File: src/rtl/acc_regop_pkg.sv
package acc_regop_pkg;

    localparam int unsigned OPF_W = 12;

    // Positions of the control bits in the operation field
    localparam int unsigned POS_CLR_AC = 11;
    localparam int unsigned POS_CLR_E  = 10;
    localparam int unsigned POS_INV_AC = 9;
    localparam int unsigned POS_INV_E  = 8;
    localparam int unsigned POS_ROT_R  = 7;
    localparam int unsigned POS_ROT_L  = 6;
    localparam int unsigned POS_INCR   = 5;
    localparam int unsigned POS_T_POS  = 4;
    localparam int unsigned POS_T_NEG  = 3;
    localparam int unsigned POS_T_ZERO = 2;
    localparam int unsigned POS_T_EZ   = 1;
    localparam int unsigned POS_STOP   = 0;

    typedef struct packed {
        logic clr_ac;
        logic clr_e;
        logic inv_ac;
        logic inv_e;
        logic rot_r;
        logic rot_l;
        logic incr;
        logic t_pos;
        logic t_neg;
        logic t_zero;
        logic t_ezero;
        logic stop;
    } ctl_t;

    function automatic ctl_t field_to_ctl(input logic [OPF_W-1:0] f);
        ctl_t c;
        c.clr_ac  = f[POS_CLR_AC];
        c.clr_e   = f[POS_CLR_E];
        c.inv_ac  = f[POS_INV_AC];
        c.inv_e   = f[POS_INV_E];
        c.rot_r   = f[POS_ROT_R];
        c.rot_l   = f[POS_ROT_L];
        c.incr    = f[POS_INCR];
        c.t_pos   = f[POS_T_POS];
        c.t_neg   = f[POS_T_NEG];
        c.t_zero  = f[POS_T_ZERO];
        c.t_ezero = f[POS_T_EZ];
        c.stop    = f[POS_STOP];
        return c;
    endfunction

endpackage

File: src/rtl/acc_regop_decode.sv
module acc_regop_decode
    import acc_regop_pkg::*;
(
    input  logic             go,
    input  logic [OPF_W-1:0] op_field,
    output ctl_t             ctl
);
    // Controls are forced idle unless the strobe is accepted
    always_comb begin
        if (go) ctl = field_to_ctl(op_field);
        else    ctl = '0;
    end
endmodule

File: src/rtl/acc_regop_alu.sv
module acc_regop_alu
    import acc_regop_pkg::*;
#(
    parameter int unsigned DATA_W = 16
) (
    input  ctl_t              ctl,
    input  logic [DATA_W-1:0] ac_in,
    input  logic              e_in,
    output logic [DATA_W-1:0] ac_res,
    output logic              e_res
);
    localparam int unsigned MSB = DATA_W - 1;

    logic [DATA_W-1:0] ac_c, ac_v, ac_r, ac_l;
    logic              e_c, e_v, e_r, e_l;

    // Stage 1: clears
    always_comb begin
        ac_c = ctl.clr_ac ? '0 : ac_in;
        e_c  = ctl.clr_e  ? 1'b0 : e_in;
    end

    // Stage 2: complements
    always_comb begin
        ac_v = ctl.inv_ac ? ~ac_c : ac_c;
        e_v  = ctl.inv_e  ? ~e_c  : e_c;
    end

    // Stage 3: rotate right through the link
    always_comb begin
        if (ctl.rot_r) begin
            ac_r = {e_v, ac_v[MSB:1]};
            e_r  = ac_v[0];
        end else begin
            ac_r = ac_v;
            e_r  = e_v;
        end
    end

    // Stage 4: rotate left through the link
    always_comb begin
        if (ctl.rot_l) begin
            ac_l = {ac_r[MSB-1:0], e_r};
            e_l  = ac_r[MSB];
        end else begin
            ac_l = ac_r;
            e_l  = e_r;
        end
    end

    // Stage 5: increment, wraps, link untouched
    always_comb begin
        ac_res = ctl.incr ? ac_l + DATA_W'(1) : ac_l;
        e_res  = e_l;
    end
endmodule

File: src/rtl/acc_regop_skip.sv
module acc_regop_skip
    import acc_regop_pkg::*;
#(
    parameter int unsigned DATA_W = 16
) (
    input  ctl_t              ctl,
    input  logic [DATA_W-1:0] ac_in,
    input  logic              e_in,
    output logic              skip
);
    logic is_zero, is_neg, is_pos;

    always_comb begin
        is_zero = (ac_in == '0);
        is_neg  = ac_in[DATA_W-1];
        is_pos  = !is_neg && !is_zero;
        skip    = (ctl.t_pos  && is_pos)  ||
                  (ctl.t_neg  && is_neg)  ||
                  (ctl.t_zero && is_zero) ||
                  (ctl.t_ezero && !e_in);
    end
endmodule

File: src/rtl/acc_regop_unit.sv
module acc_regop_unit
    import acc_regop_pkg::*;
#(
    parameter int unsigned DATA_W = 16,
    parameter int unsigned PC_W   = 12
) (
    input  logic              clk,
    input  logic              rst,
    input  logic              exec_en,
    input  logic [OPF_W-1:0]  op_field,
    input  logic [DATA_W-1:0] ac_in,
    input  logic              e_in,
    input  logic [PC_W-1:0]   pc_in,
    output logic [DATA_W-1:0] ac_out,
    output logic              e_out,
    output logic              skip_req,
    output logic [PC_W-1:0]   pc_next,
    output logic              halted
);
    localparam int unsigned MSB = DATA_W - 1;

    logic              go;
    ctl_t              ctl;
    logic [DATA_W-1:0] ac_res;
    logic              e_res;
    logic              skip_now;

    assign go = exec_en && !halted;

    acc_regop_decode u_dec (
        .go       (go),
        .op_field (op_field),
        .ctl      (ctl)
    );

    acc_regop_alu #(.DATA_W(DATA_W)) u_alu (
        .ctl    (ctl),
        .ac_in  (ac_in),
        .e_in   (e_in),
        .ac_res (ac_res),
        .e_res  (e_res)
    );

    acc_regop_skip #(.DATA_W(DATA_W)) u_skip (
        .ctl   (ctl),
        .ac_in (ac_in),
        .e_in  (e_in),
        .skip  (skip_now)
    );

    always_ff @(posedge clk) begin
        if (rst) begin
            ac_out   <= '0;
            e_out    <= 1'b0;
            skip_req <= 1'b0;
            pc_next  <= '0;
            halted   <= 1'b0;
        end else begin
            skip_req <= go && skip_now;
            if (go) begin
                ac_out  <= ac_res;
                e_out   <= e_res;
                pc_next <= pc_in + PC_W'(skip_now);
                if (ctl.stop) halted <= 1'b1;
            end
        end
    end

    // reset state
    p_reset_state_r1: assert property (@(posedge clk)
        rst |=> (ac_out == '0) && !e_out && !skip_req && !halted && (pc_next == '0));

    // lone clear yields zero accumulator
    p_clear_ac_r2: assert property (@(posedge clk) disable iff (rst)
        (go && op_field == OPF_W'(12'h800)) |=> (ac_out == '0));

    // lone link complement flips the link
    p_inv_e_r3: assert property (@(posedge clk) disable iff (rst)
        (go && op_field == OPF_W'(12'h100)) |=> (e_out != $past(e_in)));

    // rotate right through link
    p_rot_r_r4: assert property (@(posedge clk) disable iff (rst)
        (go && op_field == OPF_W'(12'h080)) |=>
        (ac_out == {$past(e_in), $past(ac_in[MSB:1])}) && (e_out == $past(ac_in[0])));

    // rotate left through link
    p_rot_l_r5: assert property (@(posedge clk) disable iff (rst)
        (go && op_field == OPF_W'(12'h040)) |=>
        (ac_out == {$past(ac_in[MSB-1:0]), $past(e_in)}) && (e_out == $past(ac_in[MSB])));

    // increment leaves link alone
    p_incr_link_r6: assert property (@(posedge clk) disable iff (rst)
        (go && op_field == OPF_W'(12'h020)) |=> (e_out == $past(e_in)));

    // zero test on incoming accumulator
    p_zero_test_r7: assert property (@(posedge clk) disable iff (rst)
        (go && op_field == OPF_W'(12'h004)) |=> (skip_req == ($past(ac_in) == '0)));

    // halt is sticky
    p_halt_sticky_r9: assert property (@(posedge clk) disable iff (rst)
        halted |=> halted);

    // halted unit holds its outputs
    p_halt_hold_r9: assert property (@(posedge clk) disable iff (rst)
        halted |=> $stable(ac_out) && $stable(e_out) && $stable(pc_next) && !skip_req);

    // no strobe, no change
    p_idle_hold_r10: assert property (@(posedge clk) disable iff (rst)
        !exec_en |=> !skip_req && $stable(ac_out) && $stable(e_out));

    // program counter follows skip request
    p_pc_follow_r11: assert property (@(posedge clk) disable iff (rst)
        go |=> (pc_next == $past(pc_in) + PC_W'(skip_req)));
endmodule

File: config.mk
export PLATFORM = sky130hd
export DESIGN_NAME = acc_regop_unit
export DESIGN_NICKNAME = d
export VERILOG_FILES = /design/src/rtl/acc_regop_pkg.sv /design/src/rtl/acc_regop_decode.sv /design/src/rtl/acc_regop_alu.sv /design/src/rtl/acc_regop_skip.sv /design/src/rtl/acc_regop_unit.sv
export SDC_FILE = /design/constraint.sdc
export NUM_CORES = 1
export LEC_CHECK = 0
export BUFFER_PORTS_ARGS = -buffer_cell sky130_fd_sc_hd__clkbuf_2
export CAP_MARGIN = 20
export CELL_PAD_IN_SITES_DETAIL_PLACEMENT = 1
export CELL_PAD_IN_SITES_GLOBAL_PLACEMENT = 1
export CORE_UTILIZATION = 38
export CTS_CLUSTER_SIZE = 16
export DETAILED_ROUTE_END_ITERATION = 12
export PLACE_DENSITY = 0.78
export SYNTH_ARGS = -nofsm -noshare
export SYNTH_HDL_FRONTEND = slang
export SYNTH_HIERARCHICAL = 1
export SYNTH_SLANG_ARGS = --single-unit
File: constraint.sdc
create_clock -name clk -period 4.5 [get_ports clk]
set_input_delay 0.9 -clock clk [delete_from_list [all_inputs] [get_ports clk]]
set_output_delay 0.9 -clock clk [all_outputs]
set_load 0.1 [all_outputs]
==> out/results.txt <==
outcome -> complete, no violations
CP delay by family, top -> simple AND/OR/NAND/NOR gates
FF-to-FF path depth -> 14
period utilization -> 85.7%
Final WS setup -> 0.646 ns
Die X -> 88.2 um
Layout area overhead -> 20.1%
Die Ht -> 88.2 um
share of layout cells above drive strength 1 -> 28.0%
GPL Wtd Cong -> 0.890
RSZ-0062 raised after global routing -> no
fmax -> 259 MHz
Worst R2R End -> ac_out[12]$_SDFFE_PP0P_
reg2reg start -> halted$_SDFFE_PP0P_
Max Cap Viol -> 0
nets@finish -> 494
Initial Util -> 39.1%
Slew HR -> 43.1%
antenna violations before repair -> 0
diode count -> 0
fin crit period -> 3.85 ns
min-delay worst type -> flip-flop to flip-flop
number of global-route vias before repair -> 2877
largest net degree at the start of global routing -> 42
via count -> 2954
Async S/R FF share, synth -> 0%
Placement Setup Slack -> 0.364 ns
first-pass GRT wire length -> 13.6 mm
CP Cell Sequence -> clkbuf_2 -> nand2b_1 -> inv_1 -> and2_1 -> mux2_2 -> nand2_1 -> xnor2_1 -> o21ai_0 -> ha_1 -> nand2_1 -> a2111o_1 -> nor4b_2 -> xnor2_1 -> nand2_1 -> a21oi_1
Post-DRT Antenna Nets -> 0
core area -> 7210 um^2
CP Class -> input port to flip-flop
DRT iter0 DRCs -> 98
WP depth -> 15
CP peak stage delay -> 0.50 ns
leakage power -> 1.35 nW
most frequent cell after synthesis -> nand2_1
Crit-path slowest cell -> and2_1
clock skew -> 0.00726 ns
area of the multi-input gates -> 2050 um^2
most frequent cells after synthesis -> nand2_1, nor2_1, dfxtp_1
GRT overflow -> 0
Distinct cells, synth -> 59
Startpoint Class -> input port
Post-DP HPWL -> 6.67 mm
flops & latches, synth -> 31
Ports -> 75
Worst setup EP type -> flip-flop
setup bufs post-CTS -> 0
CP Capture Point -> ac_out[12]$_SDFFE_PP0P_
Buf/Inv on CP -> 2
Synth Net Count -> 428
critical-path maximum fanout -> 11
Most used DFF post-synth -> dfxtp_1
die area -> 7770 um^2
CTS resizes -> 0
syn avg cell area -> 7.42 um^2
setup_tns -> 0 ns
clk_lat worst skew -> 0.28 ns
crit path DAT -> 4.06 ns
Reg area -> 621 um^2
Num CTS Buffers -> 5
crit path launch -> exec_en
# setup viols final -> 0
hold_buf cts -> 0
mapped cell area -> 2820 um^2
Clock Path Buffers -> 2
top cells by area in the synthesized netlist -> dfxtp_1, xnor2_1, nand2_1
CTS tree -> built
cell taking the most area after synthesis -> dfxtp_1
IO buf count -> 74
H-tree level count -> 2
Synthesis Warnings -> 6
Global Route Usage Sum -> 22.5%
DR WL/cell -> 15.5 um
Hold Crit Start -> ac_out[5]$_SDFFE_PP0P_
DRC viols -> 0
fillers -> 970
R2R setup slack -> 0.95 ns
top cell type's share of synthesized area -> 22.0%
router iterations before antenna repair -> 4
Worst EP required -> 4.70 ns
fin. max-slew vios -> 0
Syn Inst Count -> 380
CP most frequent cell -> nand2_1
Final Hold Viols -> 0
Worst-path clk slew -> 0.06 ns
Core Rows -> 31
VDD IR max -> 99.6 uV
# clock sinks -> 31
Worst Tran Pin Value -> 0.844 ns
clk root buf -> clkbuf_8
Power Density -> 326 nW/um^2
final WL -> 8.46 mm
post-synthesis sequential area ratio -> 22.0%
EDFF count, synth -> 0
via/cell ratio -> 5.41
per-layer routing:
layer	vias up	global-route usage, %	part of all wire [%]
li1	1464	-	-
met1	1393	28.2	45
met2	82	39.8	49
met3	15	3.11	3.6
met4	0	7.04	1.9
met5	-	0	0
kinds of logic after synthesis:
logic type               after synthesis  synth area share [%]
flip-flops                            31                  22.0
AO/OA/AOI/OAI                         85                  20.7
XOR/XNOR                              41                  12.7
adder cells (fa/ha/maj)                4                  1.77
AND/OR/NAND/NOR                      162                  29.0
buffers and inverters                 35                  5.46
multiplexers                          22                  8.34
worst min-delay path by stage:
stage | slack (ns) | end | cells past startpoint
floorplan | 0.89 | ac_out[6]$_SDFFE_PP0P_ | 2
global placement | 0.44 | ac_out[11]$_SDFFE_PP0P_ | 2
detailed placement | 0.45 | ac_out[5]$_SDFFE_PP0P_ | 2
CTS | 0.46 | ac_out[5]$_SDFFE_PP0P_ | 2
global route | 0.48 | ac_out[4]$_SDFFE_PP0P_ | 2
finish | 0.45 | ac_out[5]$_SDFFE_PP0P_ | 2
tightest hold or removal path: cells and delay by family (launching register included):
kind	cells	cell delay (ns)
simple gates	1	0.05
compound gates	1	0.05
flops	1	0.31
stage by stage:
stage                     power, mW  cell area [um^2]  hold WS [ns]  instances  utilization [%]
after CTS                      1.11              3390         0.457        546             46.9
after detailed placement      0.825              3270         0.449        538             45.3
after floorplan               0.713              2820         0.888        380                -
after global routing           1.17              3390         0.480        546             46.9
final                          1.10              3390         0.452        546             46.9
after global placement        0.814              3270         0.444        538             45.3
report_power, final:
group          leakage, nW  switching (mW)  internal (mW)
registers            0.256          0.0121          0.298
logic                 1.04           0.370          0.140
clock network       0.0612           0.104          0.179
total                 1.35           0.486          0.617
cell type report:
class                           count  area share, %
Clock buffer                        6           2.44
Sequential cell                    31           18.3
Clock inverter                      2           1.03
Timing Repair Buffer               83           12.9
Inverter                           11           1.22
Tap cell                           99           3.66
Multi-Input combinational cell    314           60.4
cell usage in the layout (no fill, tap or decap), drive strengths merged, types with 11 or more instances in the layout:
master / n
xor2: 11
nor2: 36
dfxtp: 31
clkbuf: 80
mux2i: 13
o21ai: 14
nand2: 60
xnor2: 30
inv: 11
a21oi: 29
and2: 13
a211oi: 14
registers in the layout, summed over array words and instances (netlist names):
| register | cells |
|---|---|
| ac_out | 16 |
| pc_next | 12 |
| e_out | 1 |
| halted | 1 |
| skip_req | 1 |
Power figures use the tool's default switching activity.
